### src/rtl/ipi_pkg.sv
package ipi_pkg;
  localparam int REGION_W = 2;
  localparam int TRIG_BIT = 0;
  localparam int FLAG_LSB = 4;

  typedef enum logic [REGION_W-1:0] {
    RG_TRIG = 2'd0,
    RG_ACK  = 2'd1,
    RG_NMI  = 2'd2,
    RG_NONE = 2'd3
  } region_e;
endpackage

### src/rtl/ipi_decode.sv
module ipi_decode
  import ipi_pkg::*;
#(
  parameter int ADDR_W  = 8,
  parameter int NUM_IPC = 5,
  parameter int NUM_NMI = 4
) (
  input  logic              clk,
  input  logic              rst,
  input  logic              bus_we,
  input  logic [ADDR_W-1:0] bus_addr,
  output logic [NUM_IPC-1:0] trig_we,
  output logic [NUM_IPC-1:0] ack_we,
  output logic [NUM_NMI-1:0] nmi_we
);
  localparam int IDX_W = ADDR_W - REGION_W;

  region_e          region;
  logic [IDX_W-1:0] idx;

  assign region = region_e'(bus_addr[ADDR_W-1 -: REGION_W]);
  assign idx    = bus_addr[IDX_W-1:0];

  for (genvar i = 0; i < NUM_IPC; i++) begin : g_ipc_dec
    assign trig_we[i] = bus_we && (region == RG_TRIG) && (idx == IDX_W'(i));
    assign ack_we[i]  = bus_we && (region == RG_ACK)  && (idx == IDX_W'(i));
  end

  for (genvar c = 0; c < NUM_NMI; c++) begin : g_nmi_dec
    assign nmi_we[c] = bus_we && (region == RG_NMI) && (idx == IDX_W'(c));
  end

  // one bus write reaches at most one register
  a_r9_single_target: assert property (@(posedge clk) disable iff (rst)
    $onehot0({trig_we, ack_we, nmi_we}));

  // region 3 never produces a write strobe
  a_r9_unused_region: assert property (@(posedge clk) disable iff (rst)
    (bus_addr[ADDR_W-1 -: REGION_W] == 2'd3) |-> ({trig_we, ack_we, nmi_we} == '0));
endmodule

### src/rtl/ipi_ipc_slot.sv
module ipi_ipc_slot #(
  parameter int SRC_W = 28
) (
  input  logic             clk,
  input  logic             rst,
  input  logic             trig_we,
  input  logic             trig_bit,
  input  logic [SRC_W-1:0] set_bits,
  input  logic [SRC_W-1:0] clr_bits,
  output logic [SRC_W-1:0] flags,
  output logic             irq
);
  logic [SRC_W-1:0] set_eff;

  assign set_eff = trig_we ? set_bits : '0;

  always_ff @(posedge clk) begin
    if (rst) begin
      flags <= '0;
      irq   <= 1'b0;
    end else begin
      flags <= (flags & ~clr_bits) | set_eff;
      irq   <= trig_we & trig_bit;
    end
  end

  // a pulse only follows a trigger write with bit 0 set
  a_r1_pulse_cause: assert property (@(posedge clk) disable iff (rst)
    irq |-> $past(trig_we && trig_bit));

  // without a new trigger, the pulse drops after one cycle
  a_r1_single_cycle: assert property (@(posedge clk) disable iff (rst)
    (irq && !(trig_we && trig_bit)) |=> !irq);

  // written ones are present on the next cycle, even against a clear
  a_r6_set_wins: assert property (@(posedge clk) disable iff (rst)
    trig_we |=> ((flags & $past(set_bits)) == $past(set_bits)));

  // cleared bits that were not set in the same cycle are gone
  a_r5_clear_takes: assert property (@(posedge clk) disable iff (rst)
    (|clr_bits) |=> ((flags & $past(clr_bits & ~set_eff)) == '0));

  // flags hold without any set or clear
  a_r3_flags_hold: assert property (@(posedge clk) disable iff (rst)
    (!trig_we && (clr_bits == '0)) |=> $stable(flags));
endmodule

### src/rtl/ipi_nmi_gen.sv
module ipi_nmi_gen #(
  parameter int NUM_NMI = 4
) (
  input  logic               clk,
  input  logic               rst,
  input  logic [NUM_NMI-1:0] nmi_we,
  input  logic               trig_bit,
  output logic [NUM_NMI-1:0] nmi_pulse
);
  always_ff @(posedge clk) begin
    if (rst) nmi_pulse <= '0;
    else     nmi_pulse <= trig_bit ? nmi_we : '0;
  end

  for (genvar c = 0; c < NUM_NMI; c++) begin : g_chk
    // pulse only after a write of 1 to that core's register
    a_r7_nmi_cause: assert property (@(posedge clk) disable iff (rst)
      nmi_pulse[c] |-> $past(nmi_we[c] && trig_bit));
    // at most one cycle per accepted write
    a_r7_nmi_single: assert property (@(posedge clk) disable iff (rst)
      (nmi_pulse[c] && !(nmi_we[c] && trig_bit)) |=> !nmi_pulse[c]);
  end
endmodule

### src/rtl/ipi_regbank.sv
module ipi_regbank
  import ipi_pkg::*;
#(
  parameter int  ADDR_W  = 8,
  parameter int  DATA_W  = 32,
  parameter int  NUM_IPC = 5,
  parameter int  NUM_NMI = 4,
  localparam int IDX_W   = ADDR_W - REGION_W,
  localparam int SRC_W   = DATA_W - FLAG_LSB
) (
  input  logic                     clk,
  input  logic                     rst,
  input  logic                     bus_we,
  input  logic [ADDR_W-1:0]        bus_addr,
  input  logic [DATA_W-1:0]        bus_wdata,
  output logic [DATA_W-1:0]        bus_rdata,
  input  logic                     ack_clr_en,
  input  logic [IDX_W-1:0]         ack_clr_idx,
  input  logic [SRC_W-1:0]         ack_clr_mask,
  output logic [NUM_IPC-1:0]       ipc_irq,
  output logic [NUM_NMI-1:0]       nmi_pulse,
  output logic [NUM_IPC*SRC_W-1:0] src_flags
);
  logic [NUM_IPC-1:0] trig_we;
  logic [NUM_IPC-1:0] ack_we;
  logic [NUM_NMI-1:0] nmi_we;
  logic [SRC_W-1:0]   wr_flags;
  logic [SRC_W-1:0]   flags_arr [NUM_IPC];
  logic [DATA_W-1:0]  rd_next;
  region_e            rd_region;
  logic [IDX_W-1:0]   rd_idx;

  assign wr_flags = bus_wdata[DATA_W-1:FLAG_LSB];

  ipi_decode #(
    .ADDR_W (ADDR_W),
    .NUM_IPC(NUM_IPC),
    .NUM_NMI(NUM_NMI)
  ) u_decode (
    .clk     (clk),
    .rst     (rst),
    .bus_we  (bus_we),
    .bus_addr(bus_addr),
    .trig_we (trig_we),
    .ack_we  (ack_we),
    .nmi_we  (nmi_we)
  );

  for (genvar i = 0; i < NUM_IPC; i++) begin : g_slot
    logic [SRC_W-1:0] clr_bits;

    assign clr_bits = (ack_we[i] ? wr_flags : '0)
                    | ((ack_clr_en && (ack_clr_idx == IDX_W'(i))) ? ack_clr_mask : '0);

    ipi_ipc_slot #(
      .SRC_W(SRC_W)
    ) u_slot (
      .clk     (clk),
      .rst     (rst),
      .trig_we (trig_we[i]),
      .trig_bit(bus_wdata[TRIG_BIT]),
      .set_bits(wr_flags),
      .clr_bits(clr_bits),
      .flags   (flags_arr[i]),
      .irq     (ipc_irq[i])
    );

    assign src_flags[i*SRC_W +: SRC_W] = flags_arr[i];
  end

  ipi_nmi_gen #(
    .NUM_NMI(NUM_NMI)
  ) u_nmi (
    .clk      (clk),
    .rst      (rst),
    .nmi_we   (nmi_we),
    .trig_bit (bus_wdata[TRIG_BIT]),
    .nmi_pulse(nmi_pulse)
  );

  assign rd_region = region_e'(bus_addr[ADDR_W-1 -: REGION_W]);
  assign rd_idx    = bus_addr[IDX_W-1:0];

  always_comb begin
    rd_next = '0;
    if (rd_region == RG_TRIG || rd_region == RG_ACK) begin
      for (int k = 0; k < NUM_IPC; k++) begin
        if (rd_idx == IDX_W'(k)) rd_next = {flags_arr[k], {FLAG_LSB{1'b0}}};
      end
    end
  end

  always_ff @(posedge clk) begin
    if (rst) bus_rdata <= '0;
    else     bus_rdata <= rd_next;
  end

  // trigger and reserved positions never read back as 1
  a_r2_low_bits_zero: assert property (@(posedge clk) disable iff (rst)
    bus_rdata[FLAG_LSB-1:0] == '0);

  // the non-maskable region and the unused region read as zero
  a_r9_dead_regions_read_zero: assert property (@(posedge clk) disable iff (rst)
    (bus_addr[ADDR_W-1] == 1'b1) |=> (bus_rdata == '0));
endmodule

### config.mk
export PLATFORM = sky130hd
export DESIGN_NAME = ipi_regbank
export DESIGN_NICKNAME = d
export VERILOG_FILES = /design/src/rtl/ipi_pkg.sv /design/src/rtl/ipi_decode.sv /design/src/rtl/ipi_ipc_slot.sv /design/src/rtl/ipi_nmi_gen.sv /design/src/rtl/ipi_regbank.sv
export SDC_FILE = /design/constraint.sdc
export NUM_CORES = 1
export LEC_CHECK = 0
export ABC_AREA = 1
export BUFFER_PORTS_ARGS = -buffer_cell sky130_fd_sc_hd__buf_2
export CAP_MARGIN = 5
export CORE_AREA = 3 3 145 147
export CTS_BUF_LIST = sky130_fd_sc_hd__clkbuf_4
export CTS_CLUSTER_DIAMETER = 60
export DETAILED_ROUTE_END_ITERATION = 7
export DIE_AREA = 0 0 148 150
export GPL_ROUTABILITY_DRIVEN = 1
export PLACE_DENSITY = 0.7
export SYNTH_ARGS = -nofsm -noshare
export SYNTH_HDL_FRONTEND = slang
export SYNTH_SLANG_ARGS = --single-unit
### constraint.sdc
create_clock -name clk -period 2.25 [get_ports clk]
set_input_delay 0.3375 -clock clk [delete_from_list [all_inputs] [get_ports clk]]
set_output_delay 0.3375 -clock clk [all_outputs]
set_load 0.02 [all_outputs]
==> results of run 1 <==
-- state kept, by name, summed over array words and instances, names as in the netlist --
signal               count
g_slot.u_slot.flags    140
g_slot.u_slot.irq        5
u_nmi.nmi_pulse          4
bus_rdata               28
-- placed cells by master, fill, tap and decap left out, drive strengths merged --
| cell | netlist | final |
|---|---|---|
| nor2 | 86 | 86 |
| o21ai | 25 | 25 |
| dfxtp | 177 | 177 |
| nor3 | 6 | 6 |
| bufinv | 0 | 3 |
| clkinvlp | 0 | 2 |
| conb | 1 | 4 |
| nand2 | 366 | 366 |
| nand3 | 371 | 371 |
| diode | 0 | 1 |
| clkinv | 0 | 7 |
| clkbuf | 74 | 18 |
| nand4 | 6 | 6 |
| a21oi | 143 | 143 |
| inv | 22 | 24 |
| buf | 50 | 275 |
-- cell families (layout without fill, tap and decap cells) --
family | Yosys count | count (layout) | share of synthesized area, %
AND/OR/NAND/NOR | 835 | 835 | 43.1
flip-flops | 177 | 177 | 40.1
AO/OA/AOI/OAI | 168 | 168 | 9.51
buffers and inverters | 146 | 329 | 7.30
other | 1 | 5 | 0.0424
-- worst max path at each step --
stage | cells after the start | end | slack [ps] | from
after detailed placement | 8 | g_slot[4].u_slot.flags[17] | 360 | bus_addr[1]
final | 1 | src_flags[16] | 720 | g_slot[0].u_slot.flags[16]
after global routing | 1 | src_flags[34] | 630 | g_slot[1].u_slot.flags[6]
after global placement | 8 | g_slot[4].u_slot.flags[21] | 400 | bus_addr[1]
after CTS | 1 | src_flags[61] | 680 | g_slot[2].u_slot.flags[5]
after floorplan | 7 | g_slot[1].u_slot.flags[10] | 740 | ack_clr_idx[5]
-- worst min-delay path, delay by kind of cell --
kind,cells,cell delay (ps)
AOI/OAI and AO/OA,1,50
and+or+nand+nor,1,80
buffers and inverters,1,150
-- power by group --
part / internal, mW / total, mW / switching (mW)
Clock: 0.782 / 1.95 / 1.17
Sequential: 3.14 / 3.14 / 0.00330
Combinational: 0.103 / 0.449 / 0.346
-- final cells by class --
| class | instances | share of cell area, % |
|---|---|---|
| multi-input combinational | 1007 | 44.7 |
| sequential | 177 | 33.6 |
| timing repair buffer | 275 | 14.8 |
| tap | 270 | 3.21 |
| clock inverter | 14 | 1.54 |
| clock buffer | 18 | 1.28 |
| inverter | 22 | 0.796 |
| antenna | 1 | 0.0237 |
-- routing by layer --
layer | up-vias | GRT usage (%) | wire [µm]
li1 | 4774 | - | -
met1 | 4735 | 37.4 | 13400
met5 | - | 0 | 16
met2 | 546 | 44.7 | 14900
met3 | 84 | 4.66 | 2800
met4 | 2 | 12.4 | 1060
-- per-stage QoR --
stage | instances | total power [mW] | hold slack, ps | util [%] | setup WS (ps)
after global routing | 1784 | 5.72 | 36.6 | 52.6 | 634
after detailed placement | 1751 | 3.65 | 486 | 51.1 | 355
after CTS | 1783 | 5.56 | 30.0 | 52.6 | 680
after floorplan | 1330 | 3.45 | 539 | - | 735
final | 1784 | 5.54 | 72.5 | 52.6 | 723
after global placement | 1751 | 3.65 | 481 | 51.1 | 401
==> results.toml, run 1 <==
[run_status]
status = "finished clean"

[setup_path]
cpMaxStageDelayCell = "dfxtp_1"
path_delay_family = "flip-flops"
critPathKind = "flip-flop to output pin"
cp_num_buf_inv = 1
path_max_fanout = 3
startpoint_type = "flip-flop"
max_stage_delay_ps = 430
r2r-start = "g_slot[1].u_slot.flags[12]"
reg2reg_depth = 4
crit_chain = "buf_2"
regToRegSetupSlack_ps = 1360
end_kind = "output pin"
critPathRequiredTime_ps = 1910
crit_arrival_ps = 1190
reg2reg_to = "bus_rdata[16]"

[timing]
max-slew-margin-rel_pct = 52.9
rsz0062_at_grt = "false"
finalMaxSlewViolations = 0
setup_tns_ps = 0
worst_clock_skew_ps = 17.8
setup_violations = 0
fmax_mhz = 655
finalCriticalPeriod_ps = 1530
fin_crit_sh_pct = 67.9
tightest_slew_ps = 707
hold_viol = 0

[hold_path]
hold_class = "primary input to flip-flop"
min-delay-start = "bus_wdata[5]"
hold_path_end = "g_slot[4].u_slot.flags[1]"
holdPathStages = 3

[floorplanning]
start_util_pct = 44.1
boundaryPins = 259
die_w_um = 148
core_area_um2 = 20000
rows = 52
die-area_um2 = 22200
fp.dieH_um = 150

[synthesis]
synth_seq_area_share_pct = 40.1
ys_top_cells_by_count = "368 x nand3_1, 365 x nand2_1, 177 x dfxtp_1"
synth_top_area_share_pct = 40.1
synth.largest_area_cell = "dfxtp_1"
async_flop_share_pct = 0
avgSynthCellArea_um2 = 6.66
syn_area_um2 = 8840
synth_flop_cell = "dfxtp_1"
synth_seq_cells = 177
yosysWarnings = 0
ys_types = 22
synth_edf_count = 0
synthTopCellsByArea = "dfxtp_1 40%, nand3_1 21%, nand2_1 15%"
yosysMostFrequentCell = "nand3_1"
syn_inst = 1327

[placement]
globalplace.congestion = 0.846
dp_hpwl_um = 20000
numPortBuffers = 251
postPlaceCellArea_um2 = 10200

[clock_tree]
postCtsSetupRepairBufs = 0
cts_resized = 0
cts-hold-fix-buffers = 0
cts.sinks = 177
htreeDepth = 4
max-clock-path-buffers = 2
numCtsBuffers = 17
clkLatencyLatePin_ps = 580
cts_tree = "built"
cts_root_buf = "clkbuf_4"
clk_pin_slew_worst_paths_ps = 160

[layout]
fin_nets = 1578
area_growth_pct = 19.2
fillers = 2054
finalInstanceArea_um2 = 10500
register_area_um2 = 3540
drive_above_1_share_pct = 22.3
multi_input_area_um2 = 4710

[detailed_routing]
vias = 10100
drt_pre_antenna_iters = 5
viasPerCell = 5.68
drc = 0
antenna_left = 0
wire_per_inst_um = 18.0
drt-total-wl_um = 32200
drtIter0Drc = 1060

[grt]
grt_pass1_wl_um = 50000
grt_pass1_vias = 9139
grt_use_total_pct = 28.0
gr-total-overflow = 0
antenna_found_initial = 2
grt_max_degree = 141

[power_and_ir_drop]
irDropWorstVdd_v = 0.000334
p_per_area_nw_per_um2 = 526
leakagePower_nw = 4.15

[run]
maxCapViolCount = 0
No activity file was read; power rests on OpenSTA's default activity.
==> inputs of run 2 (changes only) <==
- PLACE_DENSITY: 0.7 -> 0.73
- clock period: 2.25 -> 1.4 ns (I/O delays scaled with it)
==> run 2 against run 1 <==
  * Via count grew 9.8%
  * Die area is the same
  * Cell area grew 19%
  * The run now ends with negative setup slack left
==> results.toml, run 2 (same netlist as run 1, synthesis figures left out) <==
[run_status]
status = "finished with violations"
violations = "negative setup slack"

[timing]
setup_violations = 2
finalCriticalPeriod_ps = 1420
timing.final.ws_setup_ps = -19.1
fmax_mhz = 705
worst_clock_skew_ps = 26.1
hold_viol = 0
setup_tns_ps = -31.5
fin_crit_sh_pct = 101
finalMaxSlewViolations = 0
rsz0062_at_grt = "true"

[run]
maxCapViolCount = 0

[setup_path]
startpoint_type = "primary input"
crit_chain = "buf_2 -> nor2_2 -> buf_4 -> inv_2 -> nor2_8 -> inv_4 -> nor2_8 -> buf_12 -> nand2_1 -> a21oi_1 -> dlygate4sd3_1"
max_stage_delay_ps = 550
cpMostUsedCell = "nor2_8"
critPathKind = "primary input to flip-flop"
regToRegSetupSlack_ps = 120
end_kind = "flip-flop"
critPathRequiredTime_ps = 1910
path_max_fanout = 12
crit_arrival_ps = 1930
cpMaxStageDelayCell = "dlygate4sd3_1"

[clock_tree]
cts.sinks = 177
clk_pin_slew_worst_paths_ps = 170
clkLatencyLatePin_ps = 590
max-clock-path-buffers = 2
cts_tree = "built"
cts_root_buf = "clkbuf_4"
numCtsBuffers = 17
htreeDepth = 4

[layout]
largest_register = "g_slot.u_slot.flags"
fin_cells = 1937
fin_nets = 1732
register_area_um2 = 3720
largestRegisters = "g_slot.u_slot.flags: 140 flops, bus_rdata: 28 flops, g_slot.u_slot.irq: 5 flops"
drive_above_1_share_pct = 33.3
area_growth_pct = 41.6
utilization_pct = 62.5
multi_input_area_um2 = 4720
largest_reg_flops = 140
final_cell_mix = "368 x nand3_1, 365 x nand2_1, 191 x buf_2, 143 x a21oi_1, 136 x dfxtp_2"
final_common_cell = "nand3_1"
fillers = 1765
finalInstanceArea_um2 = 12500

[grt]
antenna_found_initial = 1
grt_pass1_wl_um = 53200
grt_use_total_pct = 29.7
grt_max_degree = 91
gr-total-overflow = 0
grt_pass1_vias = 10000

[placement]
dp_hpwl_um = 22100
numPortBuffers = 251
postPlaceCellArea_um2 = 10700
globalplace.congestion = 0.834
dp_cells = 1785

[detailed_routing]
viasPerCell = 5.75
drtIter0Drc = 1369
drt_pre_antenna_iters = 6
drt-total-wl_um = 35700
drc = 0
antenna_left = 0
vias = 11100
wire_per_inst_um = 18.4

[floorplanning]
start_util_pct = 44.1
fp.dieH_um = 150
rows = 52
boundaryPins = 259
core_area_um2 = 20000
die-area_um2 = 22200
die_w_um = 148

[hold_path]
hold_class = "primary input to flip-flop"

[power_and_ir_drop]
leakagePower_nw = 5.11
irDropWorstVdd_v = 0.000411
p_per_area_nw_per_um2 = 715
[run 2: cell count changes in the layout (fill, tap and decap cells not counted), sizes merged, moves of 2 or more]
cell | previous run | this run
buf | 275 | 349
dlygate4sd3 | 0 | 71
dlymetal6s4s | 0 | 5
clkbuf | 18 | 22
clkinvlp | 2 | 4
inv | 24 | 22
[run 2: cell type report]
type,count,share of cell area [%]
inverters,22,0.689
clock buffers,18,1.08
repair buffers,429,27.0
multi-input cells,1007,37.7
flip-flops and latches,177,29.7
clock inverters,13,1.11
diodes,1,0.0200
well taps,270,2.70
[run 2: where the power goes]
part           switching [mW]  leakage, nW  internal (mW)
logic                   0.611         3.48          0.337
registers             0.00559         1.50           5.04
clock network            1.89        0.138           1.07
[run 2: through the flow]
stage / total power [mW] / worst slack (ps) / hold WS [ps]
2_1_floorplan: 5.55 / 12.7 / 412
3_3_place_gp: 5.91 / -125 / 478
3_5_place_dp: 5.92 / -166 / 484
4_1_cts: 8.92 / 0.635 / 30.8
5_1_grt: 9.23 / -36.1 / 72.9
6_report: 8.95 / -19.1 / 76.6
[run 2: final timing paths]
| kind | to | from | depth (start not counted) |
|---|---|---|---|
| worst max-delay path | g_slot[0].u_slot.flags[6] | bus_addr[1] | 11 |
| worst min-delay path | g_slot[4].u_slot.irq | rst | 4 |
| worst max register to register | g_slot[0].u_slot.flags[27] | g_slot[0].u_slot.flags[27] | 4 |
| worst min register to register | g_slot[1].u_slot.flags[6] | g_slot[1].u_slot.flags[6] | 2 |
[run 2: what timing repair did]
action | in CTS | in global routing
endpoints found under the hold margin | 149 | 0
hold buffers | 80 | 0
endpoints found under the setup margin | 95 | 122
pin swaps | 0 | 6
gates resized for setup | 95 | 115
gates cloned | 0 | 2
buffers inserted | 0 | 42
[run 2: critical path: cells and delay by family]
kind	cells	cell delay (ps)
AND/OR/NAND/NOR	4	470
AO/OA/AOI/OAI	1	130
buffers and inverters	6	1100
[run 2: per-layer routing]
metal / part of all wire (%) / up-vias / global-route usage, %
met4: 3.3 / 0 / 12.2
met5: 0 / - / 0
li1: - / 5078 / -
met3: 10 / 105 / 5.27
met1: 38 / 5228 / 38.3
met2: 48 / 727 / 49.3
